`config.mk`:
```
export PLATFORM = sky130hd
export DESIGN_NAME = gpio_edge_ctrl
export DESIGN_NICKNAME = d
export VERILOG_FILES = /design/src/rtl/gpio_edge_pkg.sv /design/src/rtl/gpio_sync_edge.sv /design/src/rtl/gpio_edge_qual.sv /design/src/rtl/gpio_event_reg.sv /design/src/rtl/gpio_edge_ctrl.sv
export SDC_FILE = /design/constraint.sdc
export NUM_CORES = 1
export LEC_CHECK = 0
export BUFFER_PORTS_ARGS = -buffer_cell sky130_fd_sc_hd__buf_2
export CORE_MARGIN = 2
export CORE_UTILIZATION = 31
export CTS_BUF_LIST = sky130_fd_sc_hd__clkbuf_4
export DETAILED_ROUTE_END_ITERATION = 16
export GPL_TIMING_DRIVEN = 1
export PLACE_DENSITY = 0.57
export REMOVE_ABC_BUFFERS = 1
export SETUP_SLACK_MARGIN = 0.05
export SKIP_CTS_REPAIR_TIMING = 1
export SLEW_MARGIN = 0
export SYNTH_ARGS = -nofsm -noshare
export SYNTH_HDL_FRONTEND = slang
export SYNTH_SLANG_ARGS = --single-unit
```
`constraint.sdc`:
```
create_clock -name clk -period 3.3 [get_ports clk]
set_clock_uncertainty 0.1 [all_clocks]
set_input_delay 0.165 -clock clk [delete_from_list [all_inputs] [get_ports clk]]
set_output_delay 0.165 -clock clk [all_outputs]
set_load 0.03 [all_outputs]
```
`src/rtl/gpio_edge_pkg.sv`:
```
`timescale 1ns/1ps
package gpio_edge_pkg;
  localparam int unsigned GPIO_LINES = 32;

  localparam int unsigned OFS_DIR  = 'h00;
  localparam int unsigned OFS_ODR  = 'h04;
  localparam int unsigned OFS_DAT  = 'h08;
  localparam int unsigned OFS_EVT  = 'h0C;
  localparam int unsigned OFS_MSK  = 'h10;
  localparam int unsigned OFS_CTL  = 'h14;
  localparam int unsigned OFS_CTL2 = 'h18;

  typedef enum logic [1:0] {
    SENSE_ANY  = 2'b00,
    SENSE_FALL = 2'b01,
    SENSE_RISE = 2'b10,
    SENSE_OFF  = 2'b11
  } sense_e;

  // Line-ordered vector to register-ordered vector (line n <-> bit 31-n).
  function automatic logic [GPIO_LINES-1:0] line2reg(input logic [GPIO_LINES-1:0] v);
    logic [GPIO_LINES-1:0] r;
    for (int i = 0; i < int'(GPIO_LINES); i++) r[i] = v[GPIO_LINES-1-i];
    return r;
  endfunction
endpackage

```
`src/rtl/gpio_sync_edge.sv`:
```
`timescale 1ns/1ps
module gpio_sync_edge #(
  parameter int unsigned W = 32
) (
  input  logic         clk,
  input  logic         rst_n,
  input  logic [W-1:0] raw_in,
  output logic [W-1:0] level,
  output logic [W-1:0] rise,
  output logic [W-1:0] fall
);
  logic [W-1:0] meta_q, sync_q, prev_q;

  always_ff @(posedge clk or negedge rst_n) begin
    if (!rst_n) begin
      meta_q <= '0;
      sync_q <= '0;
      prev_q <= '0;
    end else begin
      meta_q <= raw_in;
      sync_q <= meta_q;
      prev_q <= sync_q;
    end
  end

  assign level = sync_q;
  assign rise  = sync_q & ~prev_q;
  assign fall  = ~sync_q & prev_q;

  // an edge is reported for one cycle only, never twice in a row
  p_single_rise_r10: assert property (@(posedge clk) disable iff (!rst_n)
    (rise & $past(rise)) == '0);
  p_single_fall_r10: assert property (@(posedge clk) disable iff (!rst_n)
    (fall & $past(fall)) == '0);
endmodule

```
`src/rtl/gpio_edge_qual.sv`:
```
`timescale 1ns/1ps
module gpio_edge_qual
  import gpio_edge_pkg::*;
#(
  parameter int unsigned W       = 32,
  parameter bit          TWO_BIT = 1'b0
) (
  input  logic [W-1:0] ctl_lo,
  input  logic [W-1:0] ctl_hi,
  input  logic [W-1:0] rise,
  input  logic [W-1:0] fall,
  output logic [W-1:0] qual
);
  localparam int unsigned HALF = W / 2;

  if (TWO_BIT) begin : g_two
    for (genvar b = 0; b < int'(W); b++) begin : g_bit
      sense_e code;
      if (b >= int'(HALF)) begin : g_lo
        assign code = sense_e'(ctl_lo[(b-HALF)*2 +: 2]);
      end else begin : g_hi
        assign code = sense_e'(ctl_hi[b*2 +: 2]);
      end
      always_comb begin
        unique case (code)
          SENSE_ANY:  qual[b] = rise[b] | fall[b];
          SENSE_FALL: qual[b] = fall[b];
          SENSE_RISE: qual[b] = rise[b];
          default:    qual[b] = 1'b0;
        endcase
      end
    end
  end else begin : g_one
    logic unused_hi;
    assign unused_hi = ^ctl_hi;
    for (genvar b = 0; b < int'(W); b++) begin : g_bit
      assign qual[b] = ctl_lo[b] ? fall[b] : (rise[b] | fall[b]);
    end
  end
endmodule

```
`src/rtl/gpio_event_reg.sv`:
```
`timescale 1ns/1ps
module gpio_event_reg #(
  parameter int unsigned W = 32
) (
  input  logic         clk,
  input  logic         rst_n,
  input  logic [W-1:0] qual,
  input  logic [W-1:0] clr,
  input  logic [W-1:0] mask,
  output logic [W-1:0] evt,
  output logic         irq
);
  always_ff @(posedge clk or negedge rst_n) begin
    if (!rst_n) evt <= '0;
    else        evt <= (evt & ~clr) | qual;
  end

  assign irq = |(evt & mask);

  // a qualified edge always leaves its bit set, even under a clear
  p_edge_wins_r4: assert property (@(posedge clk) disable iff (!rst_n)
    1'b1 |=> (($past(qual) & ~evt) == '0));
  // a bit only appears through an edge or by being held uncleared
  p_no_spurious_r4: assert property (@(posedge clk) disable iff (!rst_n)
    1'b1 |=> ((evt & ~$past(qual) & ~($past(evt) & ~$past(clr))) == '0));
  // no enabled line, no interrupt
  p_irq_masked_r5: assert property (@(posedge clk) disable iff (!rst_n)
    (mask == '0) |-> !irq);
endmodule

```
`src/rtl/gpio_edge_ctrl.sv`:
```
`timescale 1ns/1ps
module gpio_edge_ctrl
  import gpio_edge_pkg::*;
#(
  parameter int unsigned           ADDR_W           = 5,
  parameter bit                    TWO_BIT_SENSE    = 1'b0,
  parameter logic [GPIO_LINES-1:0] INPUT_ONLY_LINES = 32'hF000_0000
) (
  input  logic                  clk,
  input  logic                  rst_n,
  input  logic                  bus_valid,
  input  logic                  bus_write,
  input  logic [ADDR_W-1:0]     bus_addr,
  input  logic [GPIO_LINES-1:0] bus_wdata,
  output logic [GPIO_LINES-1:0] bus_rdata,
  input  logic [GPIO_LINES-1:0] pin_in,
  output logic [GPIO_LINES-1:0] pin_out,
  output logic [GPIO_LINES-1:0] pin_oe,
  output logic                  irq
);
  localparam int unsigned W = GPIO_LINES;
  localparam logic [W-1:0] RO_REG = line2reg(INPUT_ONLY_LINES);

  localparam logic [ADDR_W-1:0] A_DIR  = ADDR_W'(OFS_DIR);
  localparam logic [ADDR_W-1:0] A_ODR  = ADDR_W'(OFS_ODR);
  localparam logic [ADDR_W-1:0] A_DAT  = ADDR_W'(OFS_DAT);
  localparam logic [ADDR_W-1:0] A_EVT  = ADDR_W'(OFS_EVT);
  localparam logic [ADDR_W-1:0] A_MSK  = ADDR_W'(OFS_MSK);
  localparam logic [ADDR_W-1:0] A_CTL  = ADDR_W'(OFS_CTL);
  localparam logic [ADDR_W-1:0] A_CTL2 = ADDR_W'(OFS_CTL2);

  // All internal state is held in register bit order.
  logic [W-1:0] dir_q, dat_q, msk_q, ctl_lo_q, ctl_hi_q;
  logic [W-1:0] pin_r, lvl, rise, fall, qual, evt, clr;

  logic wr;
  logic wr_dir, wr_dat, wr_evt, wr_msk, wr_ctl, wr_ctl2;

  assign wr      = bus_valid & bus_write;
  assign wr_dir  = wr && (bus_addr == A_DIR);
  assign wr_dat  = wr && (bus_addr == A_DAT);
  assign wr_evt  = wr && (bus_addr == A_EVT);
  assign wr_msk  = wr && (bus_addr == A_MSK);
  assign wr_ctl  = wr && (bus_addr == A_CTL);
  assign wr_ctl2 = wr && (bus_addr == A_CTL2) && TWO_BIT_SENSE;

  always_ff @(posedge clk or negedge rst_n) begin
    if (!rst_n) begin
      dir_q    <= '0;
      dat_q    <= '0;
      msk_q    <= '0;
      ctl_lo_q <= '0;
      ctl_hi_q <= '0;
    end else begin
      if (wr_dir)  dir_q    <= bus_wdata & ~RO_REG;
      if (wr_dat)  dat_q    <= bus_wdata;
      if (wr_msk)  msk_q    <= bus_wdata;
      if (wr_ctl)  ctl_lo_q <= bus_wdata;
      if (wr_ctl2) ctl_hi_q <= bus_wdata;
    end
  end

  assign pin_r = line2reg(pin_in);

  gpio_sync_edge #(.W(W)) u_sync (
    .clk    (clk),
    .rst_n  (rst_n),
    .raw_in (pin_r),
    .level  (lvl),
    .rise   (rise),
    .fall   (fall)
  );

  gpio_edge_qual #(.W(W), .TWO_BIT(TWO_BIT_SENSE)) u_qual (
    .ctl_lo (ctl_lo_q),
    .ctl_hi (ctl_hi_q),
    .rise   (rise),
    .fall   (fall),
    .qual   (qual)
  );

  assign clr = wr_evt ? bus_wdata : '0;

  gpio_event_reg #(.W(W)) u_evt (
    .clk   (clk),
    .rst_n (rst_n),
    .qual  (qual),
    .clr   (clr),
    .mask  (msk_q),
    .evt   (evt),
    .irq   (irq)
  );

  always_comb begin
    bus_rdata = '0;
    case (bus_addr)
      A_DIR:   bus_rdata = dir_q;
      A_ODR:   bus_rdata = '0;
      A_DAT:   bus_rdata = (dir_q & dat_q) | (~dir_q & lvl);
      A_EVT:   bus_rdata = evt;
      A_MSK:   bus_rdata = msk_q;
      A_CTL:   bus_rdata = ctl_lo_q;
      A_CTL2:  bus_rdata = TWO_BIT_SENSE ? ctl_hi_q : '0;
      default: bus_rdata = '0;
    endcase
  end

  assign pin_out = line2reg(dat_q);
  assign pin_oe  = line2reg(dir_q);

  // input-only lines never drive
  p_input_only_r8: assert property (@(posedge clk) disable iff (!rst_n)
    (pin_oe & INPUT_ONLY_LINES) == '0);
  // enables move only after a direction write
  p_oe_stable_r2: assert property (@(posedge clk) disable iff (!rst_n)
    !$past(wr_dir) |-> $stable(pin_oe));
  // drive values move only after a data write
  p_out_stable_r2: assert property (@(posedge clk) disable iff (!rst_n)
    !$past(wr_dat) |-> $stable(pin_out));
endmodule

```
---- After elaboration in Yosys (flattened, before gate mapping) ----
Index checks and enable logic that the tools add are counted.
storage, ports and cells
  logic and storage cells ................. 98
  bits in registers ....................... 252
  input bits .............................. 73
  output and inout bits ................... 97
operators by class
  reductions and logical operators ........ 7
  bitwise logic cells ..................... 45
  muxes and demuxes ....................... 34
  equality and inequality tests ........... 4
operators by type and width
  kind                  count
  $and A32 B32 Y32      6
  $pmux W32 S5          1
  $not A32 Y32          4
  $or A32 B32 Y32       2
  $mux W1               32
  $mux W32              1
  $or A1 B1 Y1          32
  $reduce_or A32 Y1     1
  $eq A5 B4 Y1 const B  2
  $eq A5 B5 Y1 const B  2
  $logic_and A1 B1 Y1   5
  $logic_not A5 Y1      1
  $and A1 B1 Y1         1

---- Depth between registers and ports, before layout ----
  depth after elaboration ................. 6
  depth in mapped cells ................... 6
  gate-level depth less buffers ........... 5

---- Cells and area by module ----
Synthesis repeated with hierarchy kept, for this count alone.
second synthesis, totals
  cells, all modules ...................... 800
  area total of the unflattened synthesis .. 10905.5 sq um
modules (own cells, without submodules)
  module          sequential area each (sq um)  cells an instance  instances  area each (sq um)
  gpio_edge_ctrl  3103.0                        459                1          6257.3
  gpio_sync_edge  2402.3                        160                1          2962.8
  gpio_event_reg  800.8                         117                1          1325.0
  gpio_edge_qual  0.0                           64                 1          360.3

---- Worst setup path after synthesis ----
No wires, ideal clock.
  path type ............................... input -> output
  from .................................... in bus_addr[4]
  to ...................................... out bus_rdata[10]
  stages on the path ...................... 5
  required time ........................... 3.035 ns
  arrival ................................. 1.764 ns
  path buffers ............................ 2
  slack ................................... 1.271 ns
  cell sequence ........................... clkbuf_1 -> or4b_1 -> nor2_2 -> buf_2 -> a221o_1
between the ends
  word-level cells in the longest chain between the ends .. 2
  elaborated cells between the ends (all ways) .. 6
  classes of those cells .................. eq/ne (4); mux (1); reduce/logical (1)
ends and longest elaborated chain
  item                                  RTL line              text
  start: declaration                    gpio_edge_ctrl.sv:13  input logic [ADDR_W-1:0] bus_addr,
  $eq A5 B5 Y1 (tied with other cells)  gpio_edge_ctrl.sv:96  case (bus_addr)
  $pmux W32 S5 (*)                      gpio_edge_ctrl.sv:96
  end: declaration                      gpio_edge_ctrl.sv:15  output logic [GPIO_LINES-1:0] bus_rdata,
Every way passes the cells marked *; elsewhere a longest branch is shown, timed or not.

---- Worst setup path after layout ----
  from .................................... reg u_evt.evt[0]
  to ...................................... out irq
between the ends
  word-level cells in the longest chain between the ends .. 2
ends and longest elaborated chain
  item                      RTL line              text
  start: declaration        gpio_event_reg.sv:10  output logic [W-1:0] evt,
  start signal: assignment  gpio_event_reg.sv:15  else evt <= (evt & ~clr) | qual;
  $and A32 B32 Y32          gpio_event_reg.sv:18  assign irq = |(evt & mask);
  $reduce_or A32 Y1         gpio_event_reg.sv:18
  end: declaration          gpio_edge_ctrl.sv:19  output logic irq
Every way passes these cells.

==> metrics <==
die area=around 36000 um2; Met2 Routed Length=13950 um; Overflow after GRT=0; Core ar.=34290 um2; Synth top area share=58.87%; clock share of power=38.0%; TritonRoute pass-1 iters=4; highest routed layer=met4; Startpoint Class=register; Critical R2R Capture=u_evt.evt[19]$_DFF_PN0_; Critical Path Sink Type=primary output; number of cells after detailed placement=between 1000 and 1500; H-tree levels=3; Yosys cell types=34; CP Data Required Time=between 3 and 4 ns; layout cells sized above 1=34.74%; reg2reg path depth=4; met1 WL=approximately 13000 um; Top Ports=170; pin count of the biggest net entering global routing=96; Total Routed Length=about 30000 um; CTS root buffer=clkbuf_4; Num CTS Buffers=between 70 and 80; HPWL after DPL=slightly below 20000 um; nets@finish=1245; Syn Inst Count=832; DRT antenna net count=0; CTS sink cnt=252; GPL Wtd Cong=0.7907; syn_area_per_cell=between 10 and 15 um2; period utilization=a little over four fifths; Initial Util=31.24%; DR vias=a little under 8000; CP max-delay cell=or4_1; Synth area leader=dfrtp_1; Final Power=~0.0075 W; most frequent cells after synthesis=dfrtp_1 (252), mux2_2 (108), inv_1 (63), nand2_1 (61), nand3_1 (38); first-pass GRT wire length=about 45000 um; most frequent cell after synthesis=dfrtp_1; power density over cell area=544.2 nW/um2; Cell Int Power=roughly 0.0054 W; GRT Total Usage=around 16%; Multi-input gate area=about 4000 um2; Post-synth EDFFs=0; status=finished with violations; Max clock buf depth=3; wire per inst=18.05 um; vias in the first global route=around 8000; Reg clk slew, reported paths=roughly 0.07 ns; unrepaired setup endpoints after global routing=false; P_sw=0.002170 W; Top FF cell, synth=dfrtp_1; die extent in y=189.9 um; clk_lat worst skew=0.67 ns; register area share after synthesis=between 50% and 60%; failing checks=hold timing; CP max FO=4; Lkg Pwr=about 6.7 nW; Max-Cap Viols=0; site row count=68; Max-slew headroom=34.93%; via/cell ratio=4.840; r2r startpoint=u_sync.level[19]$_DFF_PN0_; register area=between 6000 and 7000 um2; Crit Path Category=reg2out; fin cells=about 1600; Crit path arrival time=about 2.5 ns; met3 wire length=between 1500 and 2000 um; Worst-Margin Slew=0.9761 ns; Crit path largest cell delay=0.64 ns; die width=between 150 and 200 um; Async SR Flop Fraction=100.0%; initial DRC count=about 340; max-slew violations=0; WHS=-0.004514 ns; synthesis-stage register bit count=around 250; CTS tree=built; top cells by area, synth=dfrtp_1 (59%), mux2_2 (11%), ha_1 (3.7%), a221o_1 (2.7%), mux2i_1 (2.6%); area grow syn2layout=29.49%; Comb pwr share=14.6%; Finish-stage setup viols=0; fmax=about 0.36 GHz; Syn Std Cell Area=roughly 11000 um2; Hold WC Path Type=in2async; Sw Ratio=28.75%; Max rail drop VDD=~0.25 mV; sequential share of power=47.4%; # fillers=about 3300; final hold vios=6; # DRC=0; crit-path cells=a22oi_1, nand4_1, or4_1, buf_2; FF-to-FF setup slack=around 2.1 ns; Port Buf Inserts=around 170; post-layout min period=about 2.8 ns; initial antenna violation count=3; Yosys Warn Count=0
## state kept, by name, summed over array words and instances (netlist names)
signal,count
ctl_lo_q,32
dat_q,32
dir_q,28
msk_q,32
u_evt.evt,32
u_sync.level,32
u_sync.meta_q,32
u_sync.prev_q,32
## stage by stage
stage	hold WS (ns)	util (%)	instance area [um2]	setup WS, ns	TNS, ns
2_1_floorplan	-0.2306	-	10510	-0.5407	-17.17
3_3_place_gp	0.1376	35.33	12110	0.8230	0
3_5_place_dp	0.1460	35.33	12110	0.7711	0
4_1_cts	-0.5962	37.93	13010	0.4524	0
5_1_grt	-0.002305	40.45	13870	0.4391	0
6_report	-0.004514	40.45	13870	0.5332	0
## worst max path at each step
stage                            from                      end  slack, ns  depth (start not counted)
3_5_place_dp              bus_addr[1]            bus_rdata[30]       0.77                          6
4_1_cts        u_evt.evt[0]$_DFF_PN0_                      irq       0.45                          4
2_1_floorplan             bus_addr[3]  ctl_lo_q[0]$_DFFE_PN0P_      -0.54                          3
6_report       u_evt.evt[0]$_DFF_PN0_                      irq       0.53                          4
5_1_grt        u_evt.evt[0]$_DFF_PN0_                      irq       0.44                          4
3_3_place_gp              bus_addr[4]            bus_rdata[30]       0.82                          6
## area by class of cell
cell class,count,share of cell area (%)
Clock inverter,21,0.9562
Tap cell,455,4.104
Inverter,63,1.705
Timing Repair Buffer,271,13.51
Sequential cell,252,45.46
Clock buffer,101,5.466
Antenna cell,2,0.03608
Multi-Input combinational cell,478,28.76
## layout by cell type (no fill, tap or decap), drive strengths merged, types with 2 or more instances in the layout
| cell | Yosys | layout |
|---|---|---|
| mux2 | 124 | 124 |
| clkbuf | 20 | 101 |
| a21o | 31 | 31 |
| nand2 | 61 | 61 |
| a221o | 29 | 29 |
| or4 | 2 | 2 |
| nand4 | 9 | 9 |
| bufinv | 0 | 2 |
| dlygate4sd3 | 0 | 86 |
| o2111ai | 4 | 4 |
| dfrtp | 252 | 252 |
| nand3 | 38 | 38 |
| o21ai | 28 | 28 |
| conb | 1 | 4 |
| a22oi | 16 | 16 |
| o221ai | 31 | 31 |
| o22ai | 28 | 28 |
| ha | 32 | 32 |
| clkinv | 0 | 15 |
| inv | 63 | 67 |
| nor2 | 2 | 2 |
| and2 | 2 | 2 |
| buf | 22 | 185 |
| diode | 0 | 2 |
| nor3 | 4 | 4 |
| mux2i | 28 | 28 |
## power groups by stage
stage	Sequential (W)	Clock, W	Combinational (W)
after floorplan	0.00376	0	0.000433
after global placement	0.00363	0	0.00102
after detailed placement	0.00364	0	0.00103
after CTS	0.00358	0.00298	0.00104
after global routing	0.00362	0.00316	0.00120
final	0.00358	0.00287	0.00110
## per-layer routing
metal | up-vias | track usage, %
met5 | - | 0
met4 | 0 | 5.665
met3 | 61 | 4.261
met2 | 232 | 26.15
met1 | 3950 | 21.69
li1 | 3709 | -
## cells by family (layout without fill, tap and decap cells)
family / after synthesis / count (layout) / share of synthesized area (%)
adders and majority gates: 32 / 32 / 3.738
buffers and inverters: 105 / 456 / 4.205
other: 1 / 6 / 0.03501
DFF: 252 / 252 / 58.87
muxes: 152 / 152 / 15.65
AOI/OAI and AO/OA: 167 / 167 / 11.81
and+or+nand+nor: 123 / 123 / 5.689
## critical path: cells and delay by family, from the launching register on
kind | cells | cell delay, ns
flip-flops | 1 | 0.42
buffers and inverters | 1 | 0.22
AND/OR/NAND/NOR | 2 | 0.84
AO/OA/AOI/OAI | 1 | 0.33
Note: power is estimated with default switching activity, not from simulation.
